===== src/rtl/iphy_pkg.sv =====
package iphy_pkg;
  localparam int unsigned WIDX_ADDR = 0;
  localparam int unsigned WIDX_DATA = 1;

  typedef struct packed {
    logic set_addr;
    logic capture;
    logic commit;
    logic fetch;
  } iphy_cmd_t;
endpackage


===== src/rtl/iphy_decode.sv =====
module iphy_decode
  import iphy_pkg::*;
#(
  parameter int BUS_AW = 4
) (
  input  logic              bus_wr,
  input  logic [BUS_AW-1:0] bus_addr,
  input  logic [2:0]        cmd_bits,
  output iphy_cmd_t         cmd
);
  localparam int IW = BUS_AW - 2;

  logic [IW-1:0] widx;
  logic          data_hit;

  assign widx     = bus_addr[BUS_AW-1:2];
  assign data_hit = bus_wr && (widx == IW'(WIDX_DATA));

  always_comb begin
    cmd          = '0;
    cmd.set_addr = bus_wr && (widx == IW'(WIDX_ADDR));
    cmd.capture  = data_hit && cmd_bits[2];
    cmd.commit   = data_hit && cmd_bits[1];
    cmd.fetch    = data_hit && cmd_bits[0];
  end
endmodule


===== src/rtl/iphy_stage.sv =====
module iphy_stage
  import iphy_pkg::*;
#(
  parameter int PHY_AW = 16,
  parameter int PHY_DW = 16
) (
  input  logic              clk,
  input  logic              rst,
  input  iphy_cmd_t         cmd,
  input  logic [PHY_AW-1:0] addr_in,
  input  logic [PHY_DW-1:0] data_in,
  output logic [PHY_AW-1:0] reg_addr,
  output logic [PHY_DW-1:0] staged
);
  always_ff @(posedge clk) begin
    if (rst) begin
      reg_addr <= '0;
      staged   <= '0;
    end else begin
      if (cmd.set_addr) reg_addr <= addr_in;
      if (cmd.capture)  staged   <= data_in;
    end
  end
endmodule


===== src/rtl/iphy_seq.sv =====
module iphy_seq
  import iphy_pkg::*;
#(
  parameter int PHY_DW = 16
) (
  input  logic              clk,
  input  logic              rst,
  input  iphy_cmd_t         cmd,
  input  logic [PHY_DW-1:0] data_in,
  input  logic [PHY_DW-1:0] staged,
  output logic              wr_stb,
  output logic              rd_stb,
  output logic [PHY_DW-1:0] wr_val
);
  logic rd_pend;

  always_ff @(posedge clk) begin
    if (rst) begin
      wr_stb  <= 1'b0;
      rd_stb  <= 1'b0;
      rd_pend <= 1'b0;
      wr_val  <= '0;
    end else begin
      wr_stb  <= cmd.commit;
      rd_stb  <= (cmd.fetch && !cmd.commit) || rd_pend;
      rd_pend <= cmd.fetch && cmd.commit;
      if (cmd.commit) wr_val <= cmd.capture ? data_in : staged;
    end
  end
endmodule


===== src/rtl/iphy_readback.sv =====
module iphy_readback
  import iphy_pkg::*;
#(
  parameter int BUS_AW = 4,
  parameter int BUS_DW = 32,
  parameter int PHY_AW = 16,
  parameter int PHY_DW = 16
) (
  input  logic              clk,
  input  logic              rst,
  input  logic              bus_rd,
  input  logic [BUS_AW-1:0] bus_addr,
  input  logic              rd_stb,
  input  logic [PHY_DW-1:0] phy_rdata,
  input  logic [PHY_AW-1:0] reg_addr,
  output logic [BUS_DW-1:0] bus_rdata
);
  localparam int IW = BUS_AW - 2;

  logic [PHY_DW-1:0] result;
  logic [IW-1:0]     widx;
  logic [BUS_DW-1:0] rd_mux;

  assign widx = bus_addr[BUS_AW-1:2];

  always_comb begin
    if (widx == IW'(WIDX_ADDR))      rd_mux = BUS_DW'(reg_addr);
    else if (widx == IW'(WIDX_DATA)) rd_mux = BUS_DW'(result);
    else                             rd_mux = '0;
  end

  always_ff @(posedge clk) begin
    if (rst) begin
      result    <= '0;
      bus_rdata <= '0;
    end else begin
      if (rd_stb) result    <= phy_rdata;
      if (bus_rd) bus_rdata <= rd_mux;
    end
  end
endmodule


===== src/rtl/iphy_access_port.sv =====
module iphy_access_port
  import iphy_pkg::*;
#(
  parameter int BUS_AW = 4,
  parameter int BUS_DW = 32,
  parameter int PHY_AW = 16,
  parameter int PHY_DW = 16
) (
  input  logic              clk,
  input  logic              rst,
  input  logic              bus_wr,
  input  logic              bus_rd,
  input  logic [BUS_AW-1:0] bus_addr,
  input  logic [BUS_DW-1:0] bus_wdata,
  output logic [BUS_DW-1:0] bus_rdata,
  output logic              phy_wr_stb,
  output logic              phy_rd_stb,
  output logic [PHY_AW-1:0] phy_addr,
  output logic [PHY_DW-1:0] phy_wdata,
  input  logic [PHY_DW-1:0] phy_rdata
);
  localparam int CMD_LSB = PHY_DW;
  localparam int CMD_MSB = PHY_DW + 2;

  iphy_cmd_t         cmd;
  logic [PHY_DW-1:0] staged;
  logic              unused_bits;

  assign unused_bits = ^{bus_addr[1:0], bus_wdata[BUS_DW-1:CMD_MSB+1]};

  iphy_decode #(.BUS_AW(BUS_AW)) u_decode (
    .bus_wr   (bus_wr),
    .bus_addr (bus_addr),
    .cmd_bits (bus_wdata[CMD_MSB:CMD_LSB]),
    .cmd      (cmd)
  );

  iphy_stage #(.PHY_AW(PHY_AW), .PHY_DW(PHY_DW)) u_stage (
    .clk      (clk),
    .rst      (rst),
    .cmd      (cmd),
    .addr_in  (bus_wdata[PHY_AW-1:0]),
    .data_in  (bus_wdata[PHY_DW-1:0]),
    .reg_addr (phy_addr),
    .staged   (staged)
  );

  iphy_seq #(.PHY_DW(PHY_DW)) u_seq (
    .clk     (clk),
    .rst     (rst),
    .cmd     (cmd),
    .data_in (bus_wdata[PHY_DW-1:0]),
    .staged  (staged),
    .wr_stb  (phy_wr_stb),
    .rd_stb  (phy_rd_stb),
    .wr_val  (phy_wdata)
  );

  iphy_readback #(.BUS_AW(BUS_AW), .BUS_DW(BUS_DW), .PHY_AW(PHY_AW), .PHY_DW(PHY_DW)) u_readback (
    .clk       (clk),
    .rst       (rst),
    .bus_rd    (bus_rd),
    .bus_addr  (bus_addr),
    .rd_stb    (phy_rd_stb),
    .phy_rdata (phy_rdata),
    .reg_addr  (phy_addr),
    .bus_rdata (bus_rdata)
  );
endmodule


===== config.mk =====
export PLATFORM = sky130hd
export DESIGN_NAME = iphy_access_port
export DESIGN_NICKNAME = d
export VERILOG_FILES = /design/src/rtl/iphy_pkg.sv /design/src/rtl/iphy_decode.sv /design/src/rtl/iphy_stage.sv /design/src/rtl/iphy_seq.sv /design/src/rtl/iphy_readback.sv /design/src/rtl/iphy_access_port.sv
export SDC_FILE = /design/constraint.sdc
export NUM_CORES = 1
export LEC_CHECK = 0
export ABC_CLOCK_PERIOD_IN_PS = 1600
export BUFFER_PORTS_ARGS = -buffer_cell sky130_fd_sc_hd__buf_2
export CAP_MARGIN = 20
export CORE_MARGIN = 1
export CORE_UTILIZATION = 50
export DETAILED_ROUTE_END_ITERATION = 16
export HOLD_SLACK_MARGIN = 0.06
export PLACE_DENSITY = 0.8
export SLEW_MARGIN = 5
export SYNTH_ARGS = -nofsm -noshare
export SYNTH_HDL_FRONTEND = slang
export SYNTH_SLANG_ARGS = --single-unit

===== constraint.sdc =====
create_clock -name clk -period 1.6 [get_ports clk]
set_clock_uncertainty 0.1 [all_clocks]
set_input_delay 0.32 -clock clk [delete_from_list [all_inputs] [get_ports clk]]
set_output_delay 0.32 -clock clk [all_outputs]
set_load 0.05 [all_outputs]

==> flow_summary.ini <==
[run_status]
status = finished clean

[detailed_routing]
drc_errors = 0
antenna_left = 0
wl_per_cell_um = 13.14
via_per_inst = 4.948
first_pass_iters = 4
drt_wl_total_um = 7517
dr_total_vias = 2830
drt_iter0_markers = 136

[setup_path]
slowest_delay_ns = 0.40
critPathLaunchType = flip-flop
arrival_ns = 1.03
cp-end-kind = output pin
crit_required_ns = 1.18
path_class = flip-flop to output pin
crit_buf_inv = 1
crit_slowest_cell = dfxtp_1
crit_chain = buf_2
critPathTopFamily = flip-flops
path_max_fanout = 3

[final_layout]
multiInputGateArea_mm2 = 0.001648
layout_commonest_cell = buf_2
layout.nets = 527
areaGrowthSynthToFinish_pct = 17.79
drive_gt1_frac = 0.3424
layout_common_cells = 90 x buf_2, 83 x dfxtp_1, 65 x nand2_1
antenna-diode-count = 0
layout.area.seq_mm2 = 0.001662
nFillCells = 635

[synthesis]
synth.distinct_cells = 28
synth-xor-area-share = 0
ys_warn_count = 0
synth_top_family_by_area = simple AND/OR/NAND/NOR gates
ys_seq_elements = 83
synthCells = 385
syn-cell-area_mm2 = 0.003587
synth_compound_area_frac = 0.1273
syn_avg_cell_area_um2 = 9.317
synth-seq-area-share = 0.4632
synth_adder_area_share = 0
synth.area.mux_share = 0.1311
synthSimpleGateAreaFrac = 0.1842

[grt]
grt_max_degree = 37
grt_antenna_before_repair = 0
track_usage = 0.2063
grt_pass1_wl_um = 12140
overflow = 0
grt_pass1_vias = 2586

[pwr]
irDropWorstVdd_mv = 0.7615
powerDensity_mw_per_mm2 = 950.3
power_mw = 4.015
p_leak_nw = 1.854

[timing]
setup_ws_ns = 0.1520
finalCritPeriodShare = 0.9050
worst_pin_slew_ns = 0.5628
finalHoldViolCount = 0
tns_ns = 0
relSlewSlack = 0.6248
rsz0062_at_grt = no
setup_viol = 0
min_period_ns = 1.448
max_freq_ghz = 0.6906
whs_ns = 0.09845
final_max_slew_viol_count = 0

[clocking]
clock_sinks = 83
root_buffer = clkbuf_8
cts_resized = 0
cts_hold_buf = 0
htreeDepth = 3
post_cts_buffers = 0
tritoncts = built
clk_latency_ns = 0.34
cts_buffer_depth = 2
clkTransAtPathRegs_ns = 0.08
numCtsBuffers = 9

[worst_hold_path]
min_path_type = primary input to flip-flop

[placement]
gp_congestion = 0.7340
dpl.hpwl_um = 5452
place_ws_ns = 0.02975
portBuffers = 90

[floorplan]
core_area_mm2 = 0.006869
dieArea_mm2 = 0.007517
start_util = 0.5222
ios = 122
die_h_um = 86.70
rows = 30
die_width_um = 86.70

[flow_run]
cap_violations = 0
==> worst reg2reg max path, delay by kind of cell (launching register included) <==
family,cells,cell delay (ns)
buffers and inverters,1,0.26
flip-flops,1,0.36
multiplexers,1,0.23
AND/OR/NAND/NOR,1,0.05
==> metrics by stage <==
stage                     std cells  area (um^2)  utilization
after floorplan                 400         3643            -
after global placement          556         4046       0.5891
after CTS                       572         4225       0.6151
after global routing            572         4225       0.6151
after detailed placement        556         4046       0.5891
final                           572         4225       0.6151
==> cells by family after synthesis <==
logic type,count (synthesis)
other cells,1
flops,83
compound gates,68
simple gates,141
mux,45
buf+inv,47
==> sequential cells by signal, indices dropped and copies added, names as in the netlist <==
name                  count
u_readback.bus_rdata     16
u_stage.staged           16
u_readback.result        16
u_seq.wr_stb              1
u_seq.wr_val             16
u_seq.rd_stb              1
u_seq.rd_pend             1
u_stage.reg_addr         16
==> power breakdown <==
group	total, mW	leakage (nW)	switching [mW]	internal, mW
Sequential	2.13	0.672	0.0268	2.11
Combinational	0.536	1.10	0.377	0.159
Clock	1.35	0.0859	0.733	0.612
Total	4.02	1.85	1.14	2.88
==> final timing paths <==
kind	startpoint	end	slack, ns	depth (start not counted)
min	bus_wdata[16]	u_seq.rd_pend	0.1	2
max reg2reg	u_seq.rd_stb	u_readback.result[10]	0.48	3
max	u_stage.reg_addr[0]	phy_addr[0]	0.15	1
min reg2reg	u_stage.staged[14]	u_stage.staged[14]	0.36	2
==> Yosys cell counts (all sizes together) <==
cell	instances	area, um^2
buf	35	287.8
and4b	2	20.02
or3b	1	8.760
and2b	1	7.510
conb	1	3.750
mux2	16	180.2
a21oi	49	245.2
a211oi	13	162.7
and4bb	1	12.51
mux2i	29	290.3
nand2	67	256.5
dfxtp	83	1662
nor2	49	209.0
nor3b	1	18.77
clkbuf	9	35.03
inv	3	11.26
and2	1	6.260
a31oi	3	18.77
nor2b	17	106.4
o211a	3	30.03
nand4b	1	15.01
==> per-layer routing <==
metal,global-route usage,wire length [um],vias to the layer above
met5,0,0,-
met3,0.06190,487,5
met1,0.2555,3327,1309
met4,0.05455,36,0
met2,0.3499,3666,94
li1,-,-,1422
==> layout make-up <==
type                            instances  share of cell area
Inverter                                3            0.002665
Clock inverter                          5            0.008884
Tap cell                               96             0.02843
Sequential cell                        83              0.3932
Timing Repair Buffer                  104              0.1433
Clock buffer                           11             0.03346
Multi-Input combinational cell        270              0.3900
Power figures use the tool's default switching activity.
